**src/rtl/jlink_pkg.sv**
```systemverilog
package jlink_pkg;

    typedef enum logic [2:0] {
        SYM_SOF = 3'd0,
        SYM_D0  = 3'd1,
        SYM_D1  = 3'd2,
        SYM_EOD = 3'd3,
        SYM_EOF = 3'd4,
        SYM_BRK = 3'd5,
        SYM_INV = 3'd6
    } sym_e;

    localparam int unsigned CRC_W    = 8;
    localparam logic [CRC_W-1:0] CRC_POLY = 8'h1D;
    localparam logic [CRC_W-1:0] CRC_INIT = 8'hFF;
    localparam logic [CRC_W-1:0] CRC_GOOD = 8'hC4;

    typedef struct packed {
        logic txf;
        logic frm;
        logic sym;
        logic crc;
    } err_t;

    function automatic logic [CRC_W-1:0] crc_step(input logic [CRC_W-1:0] c, input logic b);
        logic fb;
        fb = c[CRC_W-1] ^ b;
        return {c[CRC_W-2:0], 1'b0} ^ (fb ? CRC_POLY : '0);
    endfunction

    function automatic logic is_active(input sym_e s);
        return (s == SYM_SOF) || (s == SYM_D0) || (s == SYM_D1) || (s == SYM_BRK);
    endfunction

    function automatic logic [2:0] err_code_of(input err_t e);
        if (e.txf)      return 3'd4;
        else if (e.frm) return 3'd3;
        else if (e.sym) return 3'd2;
        else if (e.crc) return 3'd1;
        else            return 3'd0;
    endfunction

endpackage

```
**src/rtl/jlink_rx_chk.sv**
```systemverilog
module jlink_rx_chk
    import jlink_pkg::*;
#(
    parameter int unsigned BYTE_W = 8
) (
    input  logic clk,
    input  logic rst,
    input  logic sym_vld,
    input  sym_e sym,
    input  logic bus_idle,
    input  logic any_err,
    output logic new_sym,
    output logic new_frm,
    output logic new_crc
);
    localparam int unsigned CNT_W = (BYTE_W > 1) ? $clog2(BYTE_W) : 1;

    logic             in_frame;
    logic             blk;
    logic [CRC_W-1:0] crc;
    logic [CNT_W-1:0] bits;
    logic             live;
    logic             on_bnd;
    logic             is_end;

    always_comb begin
        live    = sym_vld && !blk;
        on_bnd  = (bits == '0);
        is_end  = (sym == SYM_EOD) || (sym == SYM_EOF);
        new_sym = live && (sym == SYM_INV);
        new_frm = live && in_frame && is_end && !on_bnd;
        new_crc = live && in_frame && (sym == SYM_EOD) && on_bnd && (crc != CRC_GOOD);
    end

    always_ff @(posedge clk) begin
        if (rst) begin
            in_frame <= 1'b0;
            blk      <= 1'b0;
            crc      <= CRC_INIT;
            bits     <= '0;
        end else if (any_err) begin
            blk      <= 1'b1;
            in_frame <= 1'b0;
        end else if (blk) begin
            if (bus_idle || (sym_vld && sym == SYM_EOF))
                blk <= 1'b0;
        end else if (sym_vld) begin
            case (sym)
                SYM_SOF: begin
                    in_frame <= 1'b1;
                    crc      <= CRC_INIT;
                    bits     <= '0;
                end
                SYM_D0, SYM_D1: begin
                    if (in_frame) begin
                        crc  <= crc_step(crc, sym == SYM_D1);
                        bits <= (bits == CNT_W'(BYTE_W - 1)) ? '0 : bits + 1'b1;
                    end
                end
                SYM_EOD, SYM_EOF: in_frame <= 1'b0;
                default: ;
            endcase
        end
    end

    // an accepted SOF opens a frame with a fresh CRC and bit count
    assert_sof_reset_R2: assert property (@(posedge clk) disable iff (rst)
        (sym_vld && !blk && sym == SYM_SOF && !any_err) |=> (in_frame && bits == '0 && crc == CRC_INIT));

    // lockout persists while no release condition is seen
    assert_lockout_R13: assert property (@(posedge clk) disable iff (rst)
        (blk && !bus_idle && !(sym_vld && sym == SYM_EOF)) |=> blk);

endmodule

```
**src/rtl/jlink_tx_guard.sv**
```systemverilog
module jlink_tx_guard
    import jlink_pkg::*;
(
    input  logic clk,
    input  logic rst,
    input  logic tx_req,
    input  logic bus_lvl,
    input  logic tx_active,
    input  logic sym_vld,
    input  sym_e sym,
    input  sym_e tx_sym,
    output logic grant,
    output logic new_txf,
    output logic new_frm
);
    logic pend;
    logic chk;

    always_comb begin
        grant   = pend && !bus_lvl && !tx_active;
        chk     = sym_vld && tx_active;
        new_txf = chk && (tx_sym == SYM_SOF) && (sym != SYM_SOF);
        new_frm = chk && (tx_sym == SYM_EOD) && is_active(sym);
    end

    always_ff @(posedge clk) begin
        if (rst) pend <= 1'b0;
        else     pend <= tx_req || (pend && !grant);
    end

    // a grant consumes the command; no second grant without a new request
    assert_single_grant_R9: assert property (@(posedge clk) disable iff (rst)
        (grant && !tx_req) |=> !grant);

endmodule

```
**src/rtl/jlink_err_flags.sv**
```systemverilog
module jlink_err_flags
    import jlink_pkg::*;
(
    input  logic       clk,
    input  logic       rst,
    input  logic       clr,
    input  logic       irq_en,
    input  err_t       new_err,
    output err_t       flags,
    output logic [2:0] code,
    output logic       irq
);
    always_ff @(posedge clk) begin
        if (rst) flags <= '0;
        else     flags <= (clr ? err_t'('0) : flags) | new_err;
    end

    always_comb begin
        code = err_code_of(flags);
        irq  = irq_en && (flags != '0);
    end

    // without a clear no flag ever drops
    assert_sticky_R10: assert property (@(posedge clk) disable iff (rst)
        !clr |=> ((flags & $past(flags)) == $past(flags)));

    // a detection with interrupts enabled is seen as a request next cycle
    assert_irq_follow_R12: assert property (@(posedge clk) disable iff (rst)
        (irq_en && !$past(rst) && ($past(new_err) != '0)) |-> irq);

endmodule

```
**src/rtl/jlink_err_mon.sv**
```systemverilog
module jlink_err_mon
    import jlink_pkg::*;
#(
    parameter int unsigned BYTE_W = 8
) (
    input  logic       clk,
    input  logic       rst,
    input  logic       sym_vld,
    input  logic [2:0] sym_kind,
    input  logic       bus_lvl,
    input  logic       bus_idle,
    input  logic       tx_active,
    input  logic [2:0] tx_sym,
    input  logic       tx_req,
    input  logic       irq_en,
    input  logic       err_clr,
    output logic       tx_grant,
    output logic       tx_abort,
    output logic [3:0] err_flags,
    output logic [2:0] err_code,
    output logic       irq
);
    sym_e rx_s;
    sym_e tx_s;
    logic r_sym, r_frm, r_crc;
    logic t_txf, t_frm;
    err_t new_err;
    err_t flags;
    logic any_err;

    assign rx_s = sym_e'(sym_kind);
    assign tx_s = sym_e'(tx_sym);

    jlink_rx_chk #(.BYTE_W(BYTE_W)) u_rx (
        .clk      (clk),
        .rst      (rst),
        .sym_vld  (sym_vld),
        .sym      (rx_s),
        .bus_idle (bus_idle),
        .any_err  (any_err),
        .new_sym  (r_sym),
        .new_frm  (r_frm),
        .new_crc  (r_crc)
    );

    jlink_tx_guard u_tx (
        .clk       (clk),
        .rst       (rst),
        .tx_req    (tx_req),
        .bus_lvl   (bus_lvl),
        .tx_active (tx_active),
        .sym_vld   (sym_vld),
        .sym       (rx_s),
        .tx_sym    (tx_s),
        .grant     (tx_grant),
        .new_txf   (t_txf),
        .new_frm   (t_frm)
    );

    always_comb begin
        new_err.txf = t_txf;
        new_err.frm = r_frm || t_frm;
        new_err.sym = r_sym;
        new_err.crc = r_crc;
        any_err     = (new_err != '0);
        tx_abort    = tx_active && any_err;
    end

    jlink_err_flags u_flags (
        .clk     (clk),
        .rst     (rst),
        .clr     (err_clr),
        .irq_en  (irq_en),
        .new_err (new_err),
        .flags   (flags),
        .code    (err_code),
        .irq     (irq)
    );

    assign err_flags = flags;

    // every abort leaves a recorded flag behind
    assert_abort_flags_R7: assert property (@(posedge clk) disable iff (rst)
        tx_abort |=> (err_flags != 4'd0));

endmodule

```
**config.mk**
```make
export PLATFORM = sky130hd
export DESIGN_NAME = jlink_err_mon
export DESIGN_NICKNAME = d
export VERILOG_FILES = /design/src/rtl/jlink_pkg.sv /design/src/rtl/jlink_rx_chk.sv /design/src/rtl/jlink_tx_guard.sv /design/src/rtl/jlink_err_flags.sv /design/src/rtl/jlink_err_mon.sv
export SDC_FILE = /design/constraint.sdc
export NUM_CORES = 1
export LEC_CHECK = 0
export BUFFER_PORTS_ARGS = -buffer_cell sky130_fd_sc_hd__buf_4
export CORE_ASPECT_RATIO = 0.7
export CORE_MARGIN = 4
export CORE_UTILIZATION = 53
export CTS_CLUSTER_DIAMETER = 30
export DETAILED_ROUTE_END_ITERATION = 12
export PLACE_DENSITY = 0.74
export SYNTH_ARGS = -nofsm -noshare
export SYNTH_HDL_FRONTEND = slang
export SYNTH_HIERARCHICAL = 1
export SYNTH_SLANG_ARGS = --single-unit
export TNS_END_PERCENT = 100
```
**constraint.sdc**
```tcl
create_clock -name clk -period 2.8 [get_ports clk]
set_input_delay 0.28 -clock clk [delete_from_list [all_inputs] [get_ports clk]]
set_output_delay 0.28 -clock clk [all_outputs]
set_load 0.05 [all_outputs]
```
==> report_table.html, run 1 <==
<table>
<tr><th>Metric</th><th>Value</th></tr>
<tr><th colspan="2">Synthesis</th></tr>
<tr><td>Synthesized cell area</td><td>1121 µm²</td></tr>
<tr><td>Share of the yosys chip area belonging to registers</td><td>32.14%</td></tr>
<tr><td>Library cells used by synthesis</td><td>46</td></tr>
<tr><td>FF+latch count, synth</td><td>18</td></tr>
<tr><td>Post-synthesis cell count</td><td>around 130</td></tr>
<tr><td>Share of synthesized flip-flops with an asynchronous set or reset</td><td>0%</td></tr>
<tr><td>Leading register cell type out of synthesis</td><td>dfxtp_1</td></tr>
<tr><td>Warning count from the yosys run</td><td>6</td></tr>
<tr><td>Syn avg cell area</td><td>8.827 µm²</td></tr>
<tr><td>Number of synthesized flops with an enable pin</td><td>0</td></tr>
<tr><td>Total nets after synthesis</td><td>roughly 150</td></tr>
<tr><th colspan="2">Power and ir drop</th></tr>
<tr><td>Total internal power</td><td>roughly 380 µW</td></tr>
<tr><td>Switching Fraction</td><td>between 20% and 30%</td></tr>
<tr><td>Power per standard cell area</td><td>~380 nW/µm²</td></tr>
<tr><td>Part of the power in the clock network</td><td>30.9%</td></tr>
<tr><td>Peak supply drop</td><td>295.8 µV</td></tr>
<tr><td>Reg power frac</td><td>51.3%</td></tr>
<tr><td>Part of the total power dissipated in combinational logic</td><td>17.8%</td></tr>
<tr><td>Leakage power</td><td>0.0005613 µW</td></tr>
<tr><td>Power dissipated by switching net loads</td><td>137.3 µW</td></tr>
<tr><th colspan="2">Critical path</th></tr>
<tr><td>Critical-path top delay cell</td><td>or4_1</td></tr>
<tr><td>Required @ worst endpoint</td><td>roughly 3.0 ns</td></tr>
<tr><td>Top Family by Delay on Critical Path</td><td>simple AND/OR/NAND/NOR gates</td></tr>
<tr><td>Critical path data arrival time</td><td>2.75 ns</td></tr>
<tr><td>Capturing element type of the critical path</td><td>flop</td></tr>
<tr><td>Largest fanout of any net on the critical path</td><td>7</td></tr>
<tr><td>Category of the critical setup timing path</td><td>flop to flop</td></tr>
<tr><td>Buffering stage count on the worst path with inverters included</td><td>0</td></tr>
<tr><td>Slowest stage delay, CP</td><td>0.57 ns</td></tr>
<tr><td>Sort of element at the start of the critical path</td><td>flop</td></tr>
<tr><td>Ordered list of cells on the worst path</td><td>nor4bb_2 &gt; and4b_1 &gt; nor4_1 &gt; or4_1 &gt; nor4b_4 &gt; o21a_4 &gt; mux2_2</td></tr>
<tr><th colspan="2">Outcome</th></tr>
<tr><td>Result of the run</td><td>completed</td></tr>
<tr><th colspan="2">STA</th></tr>
<tr><td>Final critical path time including I/O delays and setup</td><td>2.553 ns</td></tr>
<tr><td>Layout Skew</td><td>approximately 0.0035 ns</td></tr>
<tr><td>Setup TNS</td><td>0 ns</td></tr>
<tr><td>Fmax</td><td>391.7 MHz</td></tr>
<tr><td>Minimum hold slack</td><td>0.2209 ns</td></tr>
<tr><td>Max-slew violations</td><td>0</td></tr>
<tr><td>Final period util</td><td>91.19%</td></tr>
<tr><td>Number of endpoints with negative hold slack in the final report</td><td>0</td></tr>
<tr><td>Setup-violating endpoint count in the final report</td><td>0</td></tr>
<tr><td>Unrepaired setup endpoints after global routing</td><td>false</td></tr>
<tr><td>Max-slew headroom</td><td>68.60%</td></tr>
<tr><td>Tightest Pin Transition</td><td>0.4667 ns</td></tr>
<tr><th colspan="2">Clock tree</th></tr>
<tr><td>Post-CTS Setup Inserts</td><td>0</td></tr>
<tr><td>TritonCTS clock tree</td><td>done</td></tr>
<tr><td>Bufs on Longest Clock Path</td><td>2</td></tr>
<tr><td>CTS clk-pin slew, worst paths</td><td>0.10 ns</td></tr>
<tr><td>Later-pin clock latency in the skew report</td><td>0.29 ns</td></tr>
<tr><td>Clock sink total</td><td>18</td></tr>
<tr><td>CTS Root Buffer Type</td><td>clkbuf_4</td></tr>
<tr><td>H-tree levels</td><td>1</td></tr>
<tr><td>Inserted Clock Buffers</td><td>3</td></tr>
<tr><th colspan="2">Final layout</th></tr>
<tr><td>Top library cells by usage in the layout, fill and taps aside</td><td>buf_4 (26), dfxtp_1 (17), inv_1 (13)</td></tr>
<tr><td>Net count reported at finish</td><td>170</td></tr>
<tr><td>Most common cell after layout, fill and taps aside</td><td>buf_4</td></tr>
<tr><td>Count of filler cells inserted in the layout</td><td>153</td></tr>
<tr><td>Area grow syn2layout</td><td>21.54%</td></tr>
<tr><td>Total area of multi-input combinational cells</td><td>approximately 690 µm²</td></tr>
<tr><td># diodes</td><td>0</td></tr>
<tr><td>Share of layout cells above drive strength 1</td><td>roughly 34%</td></tr>
<tr><td>Sequential cell area</td><td>approximately 360 µm²</td></tr>
<tr><th colspan="2">Drt</th></tr>
<tr><td>Number of DRC markers in iteration 0</td><td>42</td></tr>
<tr><td>DR vias</td><td>1020</td></tr>
<tr><td>Number of antenna-violating nets in the routed design</td><td>0</td></tr>
<tr><td>Via density per instance</td><td>5.896</td></tr>
<tr><td>DRC violation count after routing</td><td>0</td></tr>
<tr><td>Detailed-route wire length</td><td>2.718 mm</td></tr>
<tr><td>Number of detailed-route iterations in the first pass</td><td>4</td></tr>
<tr><td>Average routed wire per standard cell</td><td>15.71 µm</td></tr>
<tr><th colspan="2">Global routing</th></tr>
<tr><td>Number of global-route vias before repair</td><td>948</td></tr>
<tr><td>Maximum number of pins on one net before global-route repair</td><td>23</td></tr>
<tr><td>Fraction of met1 tracks used by global routing</td><td>29.32%</td></tr>
<tr><td>Overall Global Routing Usage</td><td>21.45%</td></tr>
<tr><td>Gr busiest metal</td><td>met2</td></tr>
<tr><td>Met2 GRT Util</td><td>around a third</td></tr>
<tr><td>Global routing met3 resource utilization</td><td>under 10%</td></tr>
<tr><td>Initial antenna violation count</td><td>0</td></tr>
<tr><td>GRT Residual Overflow</td><td>0</td></tr>
<tr><td>Global-route wire length before repair</td><td>4.795 mm</td></tr>
<tr><th colspan="2">Placed design</th></tr>
<tr><td>Number of buffers inserted by port buffering</td><td>24</td></tr>
<tr><td>Detailed placer's ending HPWL</td><td>roughly 2.1 mm</td></tr>
<tr><td>Gp weighted congestion</td><td>0.8263</td></tr>
<tr><th colspan="2">Floorplanning</th></tr>
<tr><td>I/O pin count</td><td>25</td></tr>
<tr><td>Starting density of the core</td><td>57.92%</td></tr>
<tr><td>Die height</td><td>46.48 µm</td></tr>
<tr><td>Overall die area</td><td>2927 µm²</td></tr>
<tr><td># rows</td><td>13</td></tr>
<tr><td>Die Wd</td><td>62.97 µm</td></tr>
<tr><td>CORE AREA</td><td>1936 µm²</td></tr>
<tr><th colspan="2">Run</th></tr>
<tr><td>Number of maximum-capacitance violations</td><td>0</td></tr>
<tr><th colspan="2">Hold path</th></tr>
<tr><td>Worst Hold Class</td><td>input pin to flop</td></tr>
</table>
[sequential cells by signal, summed over array words and instances (netlist names)]
signal         flops
u_flags/flags      4
u_rx/bits          3
u_rx/blk           1
u_rx/crc           8
u_rx/in_frame      1
u_tx/pend          1
[final timing paths]
path | start | to | slack [ns] | cells after the start
worst max-delay path | u_rx/crc[7]$_SDFFE_PP1P_ | u_rx/crc[0]$_SDFFE_PP1P_ | 0.25 | 7
worst min-delay path | tx_req | u_tx/pend$_SDFF_PP0_ | 0.22 | 3
worst max register to register | u_rx/crc[7]$_SDFFE_PP1P_ | u_rx/crc[0]$_SDFFE_PP1P_ | 0.25 | 7
worst min register to register | u_tx/pend$_SDFF_PP0_ | u_tx/pend$_SDFF_PP0_ | 0.49 | 2
[cell usage after synthesis, types with 4 or more instances]
cell | count | share of area [%]
dfxtp_1 | 18 | 32
inv_1 | 13 | 4.4
a21oi_1 | 7 | 3.1
nand2_1 | 7 | 2.3
nand2b_1 | 5 | 2.8
nor2_1 | 5 | 1.7
nor3_1 | 5 | 2.2
or2_2 | 5 | 2.8
a211oi_1 | 4 | 2.7
nor4_1 | 4 | 2.2
[power by group through the flow]
stage / Combinational [µW] / Sequential (µW) / Clock (µW)
floorplan: 52.9 / 272 / 0
global placement: 89.5 / 270 / 0
detailed placement: 90.3 / 271 / 0
CTS: 90.6 / 265 / 167
global route: 98.8 / 266 / 183
finish: 91.8 / 265 / 159
[worst reg2reg max path: cells and delay by family, from the launching register on]
family / cells / cell delay, ns
DFF: 1 / 0.41
and+or+nand+nor: 5 / 1.54
muxes: 1 / 0.32
AOI/OAI and AO/OA: 1 / 0.19
[cell families (layout without fill, tap and decap cells)]
family / after synthesis / count (layout) / synth area share, %
adder cells (fa/ha/maj): 3 / 3 / 3.349
AND/OR/NAND/NOR: 48 / 48 / 26.90
buffers and inverters: 19 / 43 / 7.032
flip-flops: 18 / 18 / 32.14
XOR/XNOR: 4 / 4 / 3.126
multiplexers: 4 / 4 / 3.683
AO/OA/AOI/OAI: 31 / 31 / 23.77
[through the flow]
| step | total power, µW | setup slack, ns | std cells | util [%] | cell area (µm²) |
|---|---|---|---|---|---|
| 6_report | 516.4 | 0.2467 | 173 | 70.39 | 1363 |
| 5_1_grt | 547.7 | 0.08268 | 173 | 70.39 | 1363 |
| 4_1_cts | 522.5 | 0.1248 | 173 | 69.75 | 1350 |
| 3_5_place_dp | 361.1 | 0.1597 | 169 | 67.87 | 1314 |
| 3_3_place_gp | 359.9 | 0.3019 | 169 | 67.87 | 1314 |
| 2_1_floorplan | 325.0 | 0.2066 | 127 | - | 1121 |
[metal layers]
layer / routed length, µm / up-vias
met5: 0 / -
met4: 17 / 0
met3: 174 / 2
met2: 1167 / 32
met1: 1360 / 472
li1: - / 514
[cell type report]
type,count,area share [%]
multi-input cells,90,50.87
clock buffers,4,2.663
flip-flops and latches,18,26.54
repair buffers,26,14.33
well taps,22,2.020
inverters,13,3.581
[what timing repair did]
action | 4_1_cts | 5_1_grt
setup endpoints to repair | 0 | 11
resized for setup | 0 | 3
hold buffers | 0 | 0
(Power assumes the default switching activity.)
==> run 2: changes to the inputs <==
--- a/config.mk
+++ b/config.mk
@@ -7,7 +7,7 @@
 export LEC_CHECK = 0
 export BUFFER_PORTS_ARGS = -buffer_cell sky130_fd_sc_hd__buf_4
 export CORE_ASPECT_RATIO = 0.7
-export CORE_MARGIN = 4
+export CORE_MARGIN = 1.5
 export CORE_UTILIZATION = 53
 export CTS_CLUSTER_DIAMETER = 30
 export DETAILED_ROUTE_END_ITERATION = 12
==> run 2 against run 1 <==
Fmax down 2.7%. Worst hold slack worse by 0.0042 ns. Clock skew hardly changed. Sequential power about the same.
==> report_table.html, run 2 (synthesized netlist as in run 1, its figures left out) <==
<table>
<tr><th>Metric</th><th>Value</th></tr>
<tr><th colspan="2">Power and ir drop</th></tr>
<tr><td>Power dissipated by switching net loads</td><td>138.1 µW (+0.57%)</td></tr>
<tr><td>Power per standard cell area</td><td>384.2 nW/µm² (+1.4%)</td></tr>
<tr><td>Peak supply drop</td><td>354.7 µV (+20%)</td></tr>
<tr><td>Leakage power</td><td>0.0005558 µW (-0.99%)</td></tr>
<tr><td>Part of the power in the clock network</td><td>31.2% (+0.3 points)</td></tr>
<tr><td>Part of the total power dissipated in combinational logic</td><td>17.5% (-0.3 points)</td></tr>
<tr><td>Total internal power</td><td>378.2 µW (-0.24%)</td></tr>
<tr><td>Reg power frac</td><td>51.3% (about the same)</td></tr>
<tr><td>Switching Fraction</td><td>26.75% (+0.16 points)</td></tr>
<tr><th colspan="2">STA</th></tr>
<tr><td>Max-slew violations</td><td>0 (unchanged)</td></tr>
<tr><td>Max-slew headroom</td><td>67.69% (-0.91 points)</td></tr>
<tr><td>Tightest Pin Transition</td><td>0.4802 ns (+0.01354 ns)</td></tr>
<tr><td>Setup TNS</td><td>0 ns (unchanged)</td></tr>
<tr><td>Setup-violating endpoint count in the final report</td><td>0 (unchanged)</td></tr>
<tr><td>Final period util</td><td>93.67% (+2.5 points)</td></tr>
<tr><td>Layout Skew</td><td>0.003142 ns (-0.0003556 ns)</td></tr>
<tr><td>Unrepaired setup endpoints after global routing</td><td>false</td></tr>
<tr><td>Minimum hold slack</td><td>0.2167 ns (-0.004170 ns)</td></tr>
<tr><td>Final critical path time including I/O delays and setup</td><td>2.623 ns (+0.06963 ns)</td></tr>
<tr><td>Fmax</td><td>381.3 MHz (-2.7%)</td></tr>
<tr><td>Number of endpoints with negative hold slack in the final report</td><td>0 (unchanged)</td></tr>
<tr><th colspan="2">Critical path</th></tr>
<tr><td>Critical-path top delay cell</td><td>or4_1</td></tr>
<tr><td>Slowest stage delay, CP</td><td>0.59 ns (+0.02 ns)</td></tr>
<tr><td>Sort of element at the start of the critical path</td><td>flop</td></tr>
<tr><td>Ordered list of cells on the worst path</td><td>nor4bb_1 &gt; and4b_1 &gt; nor4_1 &gt; or4_1 &gt; nor4b_4 &gt; o21a_4 &gt; mux2_2</td></tr>
<tr><td>Largest fanout of any net on the critical path</td><td>8 (+1)</td></tr>
<tr><td>Required @ worst endpoint</td><td>2.99 ns (about the same)</td></tr>
<tr><td>Category of the critical setup timing path</td><td>flop to flop</td></tr>
<tr><td>Capturing element type of the critical path</td><td>flop</td></tr>
<tr><td>Critical path data arrival time</td><td>2.82 ns (+0.07 ns)</td></tr>
<tr><th colspan="2">Final layout</th></tr>
<tr><td>Most common cell after layout, fill and taps aside</td><td>buf_4</td></tr>
<tr><td>Regs by FF count</td><td>u_rx/crc x8, u_flags/flags x4, u_rx/bits x3</td></tr>
<tr><td>Net count reported at finish</td><td>169 (-0.59%)</td></tr>
<tr><td>Register with the highest flop count</td><td>u_rx/crc</td></tr>
<tr><td>Number of flip-flops in the largest register</td><td>8 (unchanged)</td></tr>
<tr><td>Top library cells by usage in the layout, fill and taps aside</td><td>buf_4 (25), dfxtp_1 (17), inv_1 (13)</td></tr>
<tr><td># diodes</td><td>0 (unchanged)</td></tr>
<tr><td>Area grow syn2layout</td><td>19.87%</td></tr>
<tr><td>Share of layout cells above drive strength 1</td><td>32.67% (-1.8 points)</td></tr>
<tr><th colspan="2">Global routing</th></tr>
<tr><td>Fraction of met1 tracks used by global routing</td><td>35.20% (+5.9 points)</td></tr>
<tr><td>Gr busiest metal</td><td>met1</td></tr>
<tr><td>Number of global-route vias before repair</td><td>913 (-3.7%)</td></tr>
<tr><td>Global-route wire length before repair</td><td>4.333 mm (-9.6%)</td></tr>
<tr><td>Global routing met3 resource utilization</td><td>6.542% (+0.69 points)</td></tr>
<tr><td>Initial antenna violation count</td><td>0 (unchanged)</td></tr>
<tr><td>GRT Residual Overflow</td><td>0 (unchanged)</td></tr>
<tr><td>Met2 GRT Util</td><td>32.05% (-1.1 points)</td></tr>
<tr><td>Maximum number of pins on one net before global-route repair</td><td>23 (unchanged)</td></tr>
<tr><td>Overall Global Routing Usage</td><td>23.00% (+1.5 points)</td></tr>
<tr><th colspan="2">Clock tree</th></tr>
<tr><td>TritonCTS clock tree</td><td>done</td></tr>
<tr><td>CTS Root Buffer Type</td><td>clkbuf_4</td></tr>
<tr><td>Inserted Clock Buffers</td><td>3 (unchanged)</td></tr>
<tr><td>Bufs on Longest Clock Path</td><td>2 (unchanged)</td></tr>
<tr><td>H-tree levels</td><td>1 (unchanged)</td></tr>
<tr><td>CTS clk-pin slew, worst paths</td><td>0.10 ns (about the same)</td></tr>
<tr><td>Post-CTS Setup Inserts</td><td>0 (unchanged)</td></tr>
<tr><td>Later-pin clock latency in the skew report</td><td>0.30 ns (about the same)</td></tr>
<tr><td>Clock sink total</td><td>18 (unchanged)</td></tr>
<tr><th colspan="2">Outcome</th></tr>
<tr><td>Result of the run</td><td>completed</td></tr>
<tr><th colspan="2">Drt</th></tr>
<tr><td>Number of DRC markers in iteration 0</td><td>60 (+43%)</td></tr>
<tr><td>Number of detailed-route iterations in the first pass</td><td>6 (+2)</td></tr>
<tr><td>Detailed-route wire length</td><td>2.561 mm (-5.8%)</td></tr>
<tr><td>DRC violation count after routing</td><td>0 (unchanged)</td></tr>
<tr><td>Average routed wire per standard cell</td><td>14.89 µm (-5.2%)</td></tr>
<tr><td>Number of antenna-violating nets in the routed design</td><td>0 (unchanged)</td></tr>
<tr><td>DR vias</td><td>1020 (unchanged)</td></tr>
<tr><td>Via density per instance</td><td>5.930 (+0.58%)</td></tr>
<tr><th colspan="2">Floorplanning</th></tr>
<tr><td># rows</td><td>13 (unchanged)</td></tr>
<tr><td>Die height</td><td>41.48 µm (-11%)</td></tr>
<tr><td>Overall die area</td><td>2405 µm² (-18%)</td></tr>
<tr><td>I/O pin count</td><td>25 (unchanged)</td></tr>
<tr><td>CORE AREA</td><td>1919 µm² (-0.84%)</td></tr>
<tr><td>Die Wd</td><td>57.97 µm (-7.9%)</td></tr>
<tr><td>Starting density of the core</td><td>58.41% (+0.49 points)</td></tr>
<tr><th colspan="2">Placed design</th></tr>
<tr><td>Gp weighted congestion</td><td>0.8669 (+4.9%)</td></tr>
<tr><td>Detailed placer's ending HPWL</td><td>1.904 mm (-9.0%)</td></tr>
<tr><td>Number of buffers inserted by port buffering</td><td>24 (unchanged)</td></tr>
<tr><th colspan="2">Hold path</th></tr>
<tr><td>Worst Hold Class</td><td>input pin to flop</td></tr>
<tr><th colspan="2">Run</th></tr>
<tr><td>Number of maximum-capacitance violations</td><td>0 (unchanged)</td></tr>
</table>
## run 2: cell types whose count changed in the layout (fill, tap and decap cells not counted)
cell,previous run,this run
nor4bb_2,1,0
nand3_2,1,0
buf_4,26,25
nor4bb_1,0,1
nand3_1,1,2
## run 2: area by class of cell
class | instances | area (µm²)
Multi-Input combinational cell | 90 | 681.9
Inverter | 13 | 48.80
Sequential cell | 18 | 361.6
Tap cell | 22 | 27.53
Fill cell | 163 | 575.6
Clock buffer | 4 | 36.28
Timing Repair Buffer | 25 | 187.7
## run 2: critical path, delay by kind of cell, from the launching register on
kind	cells	cell delay, ns
mux	1	0.36
flops	1	0.42
compound gates	1	0.24
simple gates	5	1.51
## run 2: worst paths after layout
kind                                 start                        to  slack (ns)  cells after the start
setup / recovery  u_rx/crc[7]$_SDFFE_PP1P_  u_rx/crc[0]$_SDFFE_PP1P_        0.18                      7
setup reg to reg  u_rx/crc[7]$_SDFFE_PP1P_  u_rx/crc[0]$_SDFFE_PP1P_        0.18                      7
hold / removal                      tx_req      u_tx/pend$_SDFF_PP0_        0.22                      3
hold reg to reg       u_tx/pend$_SDFF_PP0_      u_tx/pend$_SDFF_PP0_        0.48                      2
## run 2: layer usage
metal / wire, µm / share of wire [%]
met5: 0 / 0
met3: 143 / 5.6
met4: 13 / 0.51
met1: 1270 / 50
met2: 1134 / 44
## run 2: through the flow
step	cells	total power, µW	cell area (µm²)	util (%)	worst slack [ns]
finish	172	516.3	1344	70.01	0.1771
global route	172	544.3	1344	70.01	0.06051
CTS	172	522.9	1343	69.95	0.08352
detailed placement	168	360.1	1306	68.06	0.09952
global placement	168	358.1	1306	68.06	0.2810
floorplan	127	325.0	1121	-	0.2066
## run 2: repair_timing
| action | in CTS | in global routing |
|---|---|---|
| setup endpoints to repair | 0 | 5 |
| gates resized for setup | 0 | 1 |
| hold buffers | 0 | 0 |
## run 2: power groups by stage
stage	Combinational, µW	Sequential (µW)	Clock, µW
floorplan	52.9	272	0
global placement	87.6	270	0
detailed placement	89.3	271	0
CTS	89.7	265	168
global route	97.9	266	181
finish	90.4	265	161
==> run 3: changes to the inputs <==
--- a/config.mk
+++ b/config.mk
@@ -5,12 +5,13 @@
 export SDC_FILE = /design/constraint.sdc
 export NUM_CORES = 1
 export LEC_CHECK = 0
-export BUFFER_PORTS_ARGS = -buffer_cell sky130_fd_sc_hd__buf_4
+export BUFFER_PORTS_ARGS = -buffer_cell sky130_fd_sc_hd__buf_2
 export CORE_ASPECT_RATIO = 0.7
 export CORE_MARGIN = 1.5
 export CORE_UTILIZATION = 53
 export CTS_CLUSTER_DIAMETER = 30
 export DETAILED_ROUTE_END_ITERATION = 12
+export GPL_TIMING_DRIVEN = 0
 export PLACE_DENSITY = 0.74
 export SYNTH_ARGS = -nofsm -noshare
 export SYNTH_HDL_FRONTEND = slang
==> run 3 against run 2 <==
Wire length decreased by 0.82%. Sequential share of layout area increased by 0.075 points. Sequential power about the same. Combinational power decreased by 1%. Worst setup slack improved by 0.0042 ns. Largest power group unchanged. Highest routed layer is now met3.
==> report_table.html, run 3 (synthesized netlist as in run 1, its figures left out) <==
<table>
<tr><th>Metric</th><th>Value</th></tr>
<tr><th colspan="2">Outcome</th></tr>
<tr><td>Result of the run</td><td>completed</td></tr>
<tr><th colspan="2">Critical path</th></tr>
<tr><td>Required @ worst endpoint</td><td>3.00 ns (about the same)</td></tr>
<tr><td>Category of the critical setup timing path</td><td>flop to flop</td></tr>
<tr><td>Capturing element type of the critical path</td><td>flop</td></tr>
<tr><td>Buffering stage count on the worst path with inverters included</td><td>0 (unchanged)</td></tr>
<tr><td>Logic depth of the worst path, buffers included</td><td>7 (unchanged)</td></tr>
<tr><td>Largest fanout of any net on the critical path</td><td>8 (unchanged)</td></tr>
<tr><td>Slowest stage delay, CP</td><td>0.53 ns (-0.06 ns)</td></tr>
<tr><td>Ordered list of cells on the worst path</td><td>nor4bb_2 &gt; and4b_1 &gt; nor4_1 &gt; or4_4 &gt; nor4b_4 &gt; o21a_4 &gt; mux2_2</td></tr>
<tr><td>Top Family by Delay on Critical Path</td><td>simple AND/OR/NAND/NOR gates</td></tr>
<tr><td>Worst Reg-to-Reg Cells</td><td>7 (unchanged)</td></tr>
<tr><td>Sort of element at the start of the critical path</td><td>flop</td></tr>
<tr><td>Critical-path top delay cell</td><td>or4_4</td></tr>
<tr><td>Critical path data arrival time</td><td>2.82 ns (about the same)</td></tr>
<tr><th colspan="2">Global routing</th></tr>
<tr><td>Maximum number of pins on one net before global-route repair</td><td>14 (-39%)</td></tr>
<tr><td>GRT Residual Overflow</td><td>0 (unchanged)</td></tr>
<tr><td>Global-route wire length before repair</td><td>4.202 mm (-3.0%)</td></tr>
<tr><td>Number of global-route vias before repair</td><td>903 (-1.1%)</td></tr>
<tr><td>Initial antenna violation count</td><td>0 (unchanged)</td></tr>
<tr><td>Overall Global Routing Usage</td><td>22.58% (-0.42 points)</td></tr>
<tr><th colspan="2">STA</th></tr>
<tr><td>Fmax</td><td>381.9 MHz (+0.16%)</td></tr>
<tr><td>Final period util</td><td>93.53% (-0.15 points)</td></tr>
<tr><td>Layout Skew</td><td>0.004691 ns (+0.001549 ns)</td></tr>
<tr><td>Unrepaired setup endpoints after global routing</td><td>false</td></tr>
<tr><td>Number of endpoints with negative hold slack in the final report</td><td>0 (unchanged)</td></tr>
<tr><td>Tightest Pin Transition</td><td>0.4992 ns (+0.01900 ns)</td></tr>
<tr><td>Final critical path time including I/O delays and setup</td><td>2.619 ns (-0.004151 ns)</td></tr>
<tr><td>Setup-violating endpoint count in the final report</td><td>0 (unchanged)</td></tr>
<tr><td>Max-slew violations</td><td>0 (unchanged)</td></tr>
<tr><td>Max-slew headroom</td><td>66.41% (-1.3 points)</td></tr>
<tr><td>Minimum hold slack</td><td>0.2104 ns (-0.006346 ns)</td></tr>
<tr><th colspan="2">Drt</th></tr>
<tr><td>DR vias</td><td>1045 (+2.5%)</td></tr>
<tr><td>Number of detailed-route iterations in the first pass</td><td>6 (unchanged)</td></tr>
<tr><td>DRC violation count after routing</td><td>0 (unchanged)</td></tr>
<tr><td>Number of DRC markers in iteration 0</td><td>42 (-30%)</td></tr>
<tr><td>Detailed-route wire length</td><td>2.540 mm (-0.82%)</td></tr>
<tr><td>Via density per instance</td><td>5.838 (-1.6%)</td></tr>
<tr><td>Number of antenna-violating nets in the routed design</td><td>0 (unchanged)</td></tr>
<tr><td>Average routed wire per standard cell</td><td>14.19 µm (-4.7%)</td></tr>
<tr><th colspan="2">Final layout</th></tr>
<tr><td>Top library cells by usage in the layout, fill and taps aside</td><td>buf_2 (27), dfxtp_1 (17), inv_1 (13)</td></tr>
<tr><td>Register with the highest flop count</td><td>u_rx/crc</td></tr>
<tr><td>Regs by FF count</td><td>u_rx/crc x8, u_flags/flags x4, u_rx/bits x3</td></tr>
<tr><td>Share of layout cells above drive strength 1</td><td>36.94% (+4.3 points)</td></tr>
<tr><td># diodes</td><td>0 (unchanged)</td></tr>
<tr><td>Most common cell after layout, fill and taps aside</td><td>buf_2</td></tr>
<tr><td>Utilization of the core after routing</td><td>69.82% (-0.20 points)</td></tr>
<tr><td>Number of flip-flops in the largest register</td><td>8 (unchanged)</td></tr>
<tr><td>Area grow syn2layout</td><td>19.53%</td></tr>
<tr><td>Net count reported at finish</td><td>176 (+4.1%)</td></tr>
<tr><th colspan="2">Hold path</th></tr>
<tr><td>Instance count along the most critical hold path</td><td>3 (unchanged)</td></tr>
<tr><td>Worst Hold Class</td><td>input pin to flop</td></tr>
<tr><th colspan="2">Placed design</th></tr>
<tr><td>Number of buffers inserted by port buffering</td><td>24 (unchanged)</td></tr>
<tr><td>Gp weighted congestion</td><td>0.8166 (-5.8%)</td></tr>
<tr><td>Detailed placer's ending HPWL</td><td>1.860 mm (-2.3%)</td></tr>
<tr><th colspan="2">Floorplanning</th></tr>
<tr><td>Die Wd</td><td>57.97 µm (unchanged)</td></tr>
<tr><td>Overall die area</td><td>2405 µm² (unchanged)</td></tr>
<tr><td>Die height</td><td>41.48 µm (unchanged)</td></tr>
<tr><td>CORE AREA</td><td>1919 µm² (unchanged)</td></tr>
<tr><td>I/O pin count</td><td>25 (unchanged)</td></tr>
<tr><td>Starting density of the core</td><td>58.41% (unchanged)</td></tr>
<tr><td># rows</td><td>13 (unchanged)</td></tr>
<tr><th colspan="2">Power and ir drop</th></tr>
<tr><td>Peak supply drop</td><td>270.1 µV (-24%)</td></tr>
<tr><td>Leakage power</td><td>0.0005724 µW (+3.0%)</td></tr>
<tr><td>Power per standard cell area</td><td>386.2 nW/µm² (+0.53%)</td></tr>
<tr><th colspan="2">Clock tree</th></tr>
<tr><td>CTS clk-pin slew, worst paths</td><td>0.11 ns (about the same)</td></tr>
<tr><td>Inserted Clock Buffers</td><td>3 (unchanged)</td></tr>
<tr><td>CTS Root Buffer Type</td><td>clkbuf_4</td></tr>
<tr><td>Bufs on Longest Clock Path</td><td>2 (unchanged)</td></tr>
<tr><td>H-tree levels</td><td>1 (unchanged)</td></tr>
<tr><td>TritonCTS clock tree</td><td>done</td></tr>
<tr><td>Hold-fix buffer count after cts</td><td>0 (unchanged)</td></tr>
<tr><td>Clock sink total</td><td>18 (unchanged)</td></tr>
<tr><td>Later-pin clock latency in the skew report</td><td>0.30 ns (about the same)</td></tr>
<tr><th colspan="2">Run</th></tr>
<tr><td>Number of maximum-capacitance violations</td><td>0 (unchanged)</td></tr>
</table>
[run 3: cell types whose count changed in the layout (fill, tap and decap cells not counted), sizes merged]
| cell | change |
|---|---|
| buf | +6 |
| clkbuf | +1 |
[run 3: layout make-up]
class                           count  area (µm²)
Multi-Input combinational cell     90       696.9
Fill cell                         165       579.3
Sequential cell                    18       361.6
Timing Repair Buffer               27       142.6
Inverter                           13       48.80
Clock buffer                        4       36.28
Tap cell                           22       27.53
Buffer                              5       26.28
[run 3: repair_timing]
| item | CTS | global route |
|---|---|---|
| resized for setup | 2 | 2 |
| pin swaps | 1 | 1 |
| buffers inserted | 2 | 1 |
| setup endpoints to repair | 8 | 5 |
[run 3: worst min-delay path: cells and delay by family]
family | cells | cell delay [ns]
compound gates | 1 | 0.05
buf+inv | 2 | 0.13
[run 3: through the flow]
stage | TNS [ns] | total power (µW) | cells | setup WS, ns | cell area [µm²]
CTS | 0 | 519.2 | 178 | 0.07776 | 1323
detailed placement | -1.013 | 352.8 | 173 | -0.1751 | 1269
finish | 0 | 517.6 | 179 | 0.1813 | 1340
floorplan | 0 | 325.0 | 127 | 0.2066 | 1121
global placement | -0.6407 | 350.3 | 173 | -0.1278 | 1269
global route | 0 | 540.5 | 179 | 0.06820 | 1340
[run 3: worst paths after layout]
check,startpoint,end,slack [ns]
hold / removal,tx_req,u_tx/pend$_SDFF_PP0_,0.21
setup reg to reg,u_rx/crc[7]$_SDFFE_PP1P_,u_rx/crc[0]$_SDFFE_PP1P_,0.18
setup / recovery,u_rx/crc[7]$_SDFFE_PP1P_,u_rx/crc[0]$_SDFFE_PP1P_,0.18
hold reg to reg,u_tx/pend$_SDFF_PP0_,u_tx/pend$_SDFF_PP0_,0.49
[run 3: routing by layer]
| metal | part of all wire, % | vias up | global-route usage (%) |
|---|---|---|---|
| li1 | - | 531 | - |
| met1 | 51 | 491 | 33.53 |
| met2 | 44 | 23 | 32.27 |
| met3 | 5.2 | 0 | 5.919 |
| met4 | 0 | 0 | 5.581 |
| met5 | 0 | - | 0 |
[run 3: report_power, final]
group | internal, µW | switching, µW | total, µW
sequential | 260 | 4.59 | 265
clock | 79.3 | 84.2 | 164
combinational | 36.0 | 53.1 | 89.1
total | 376 | 142 | 518
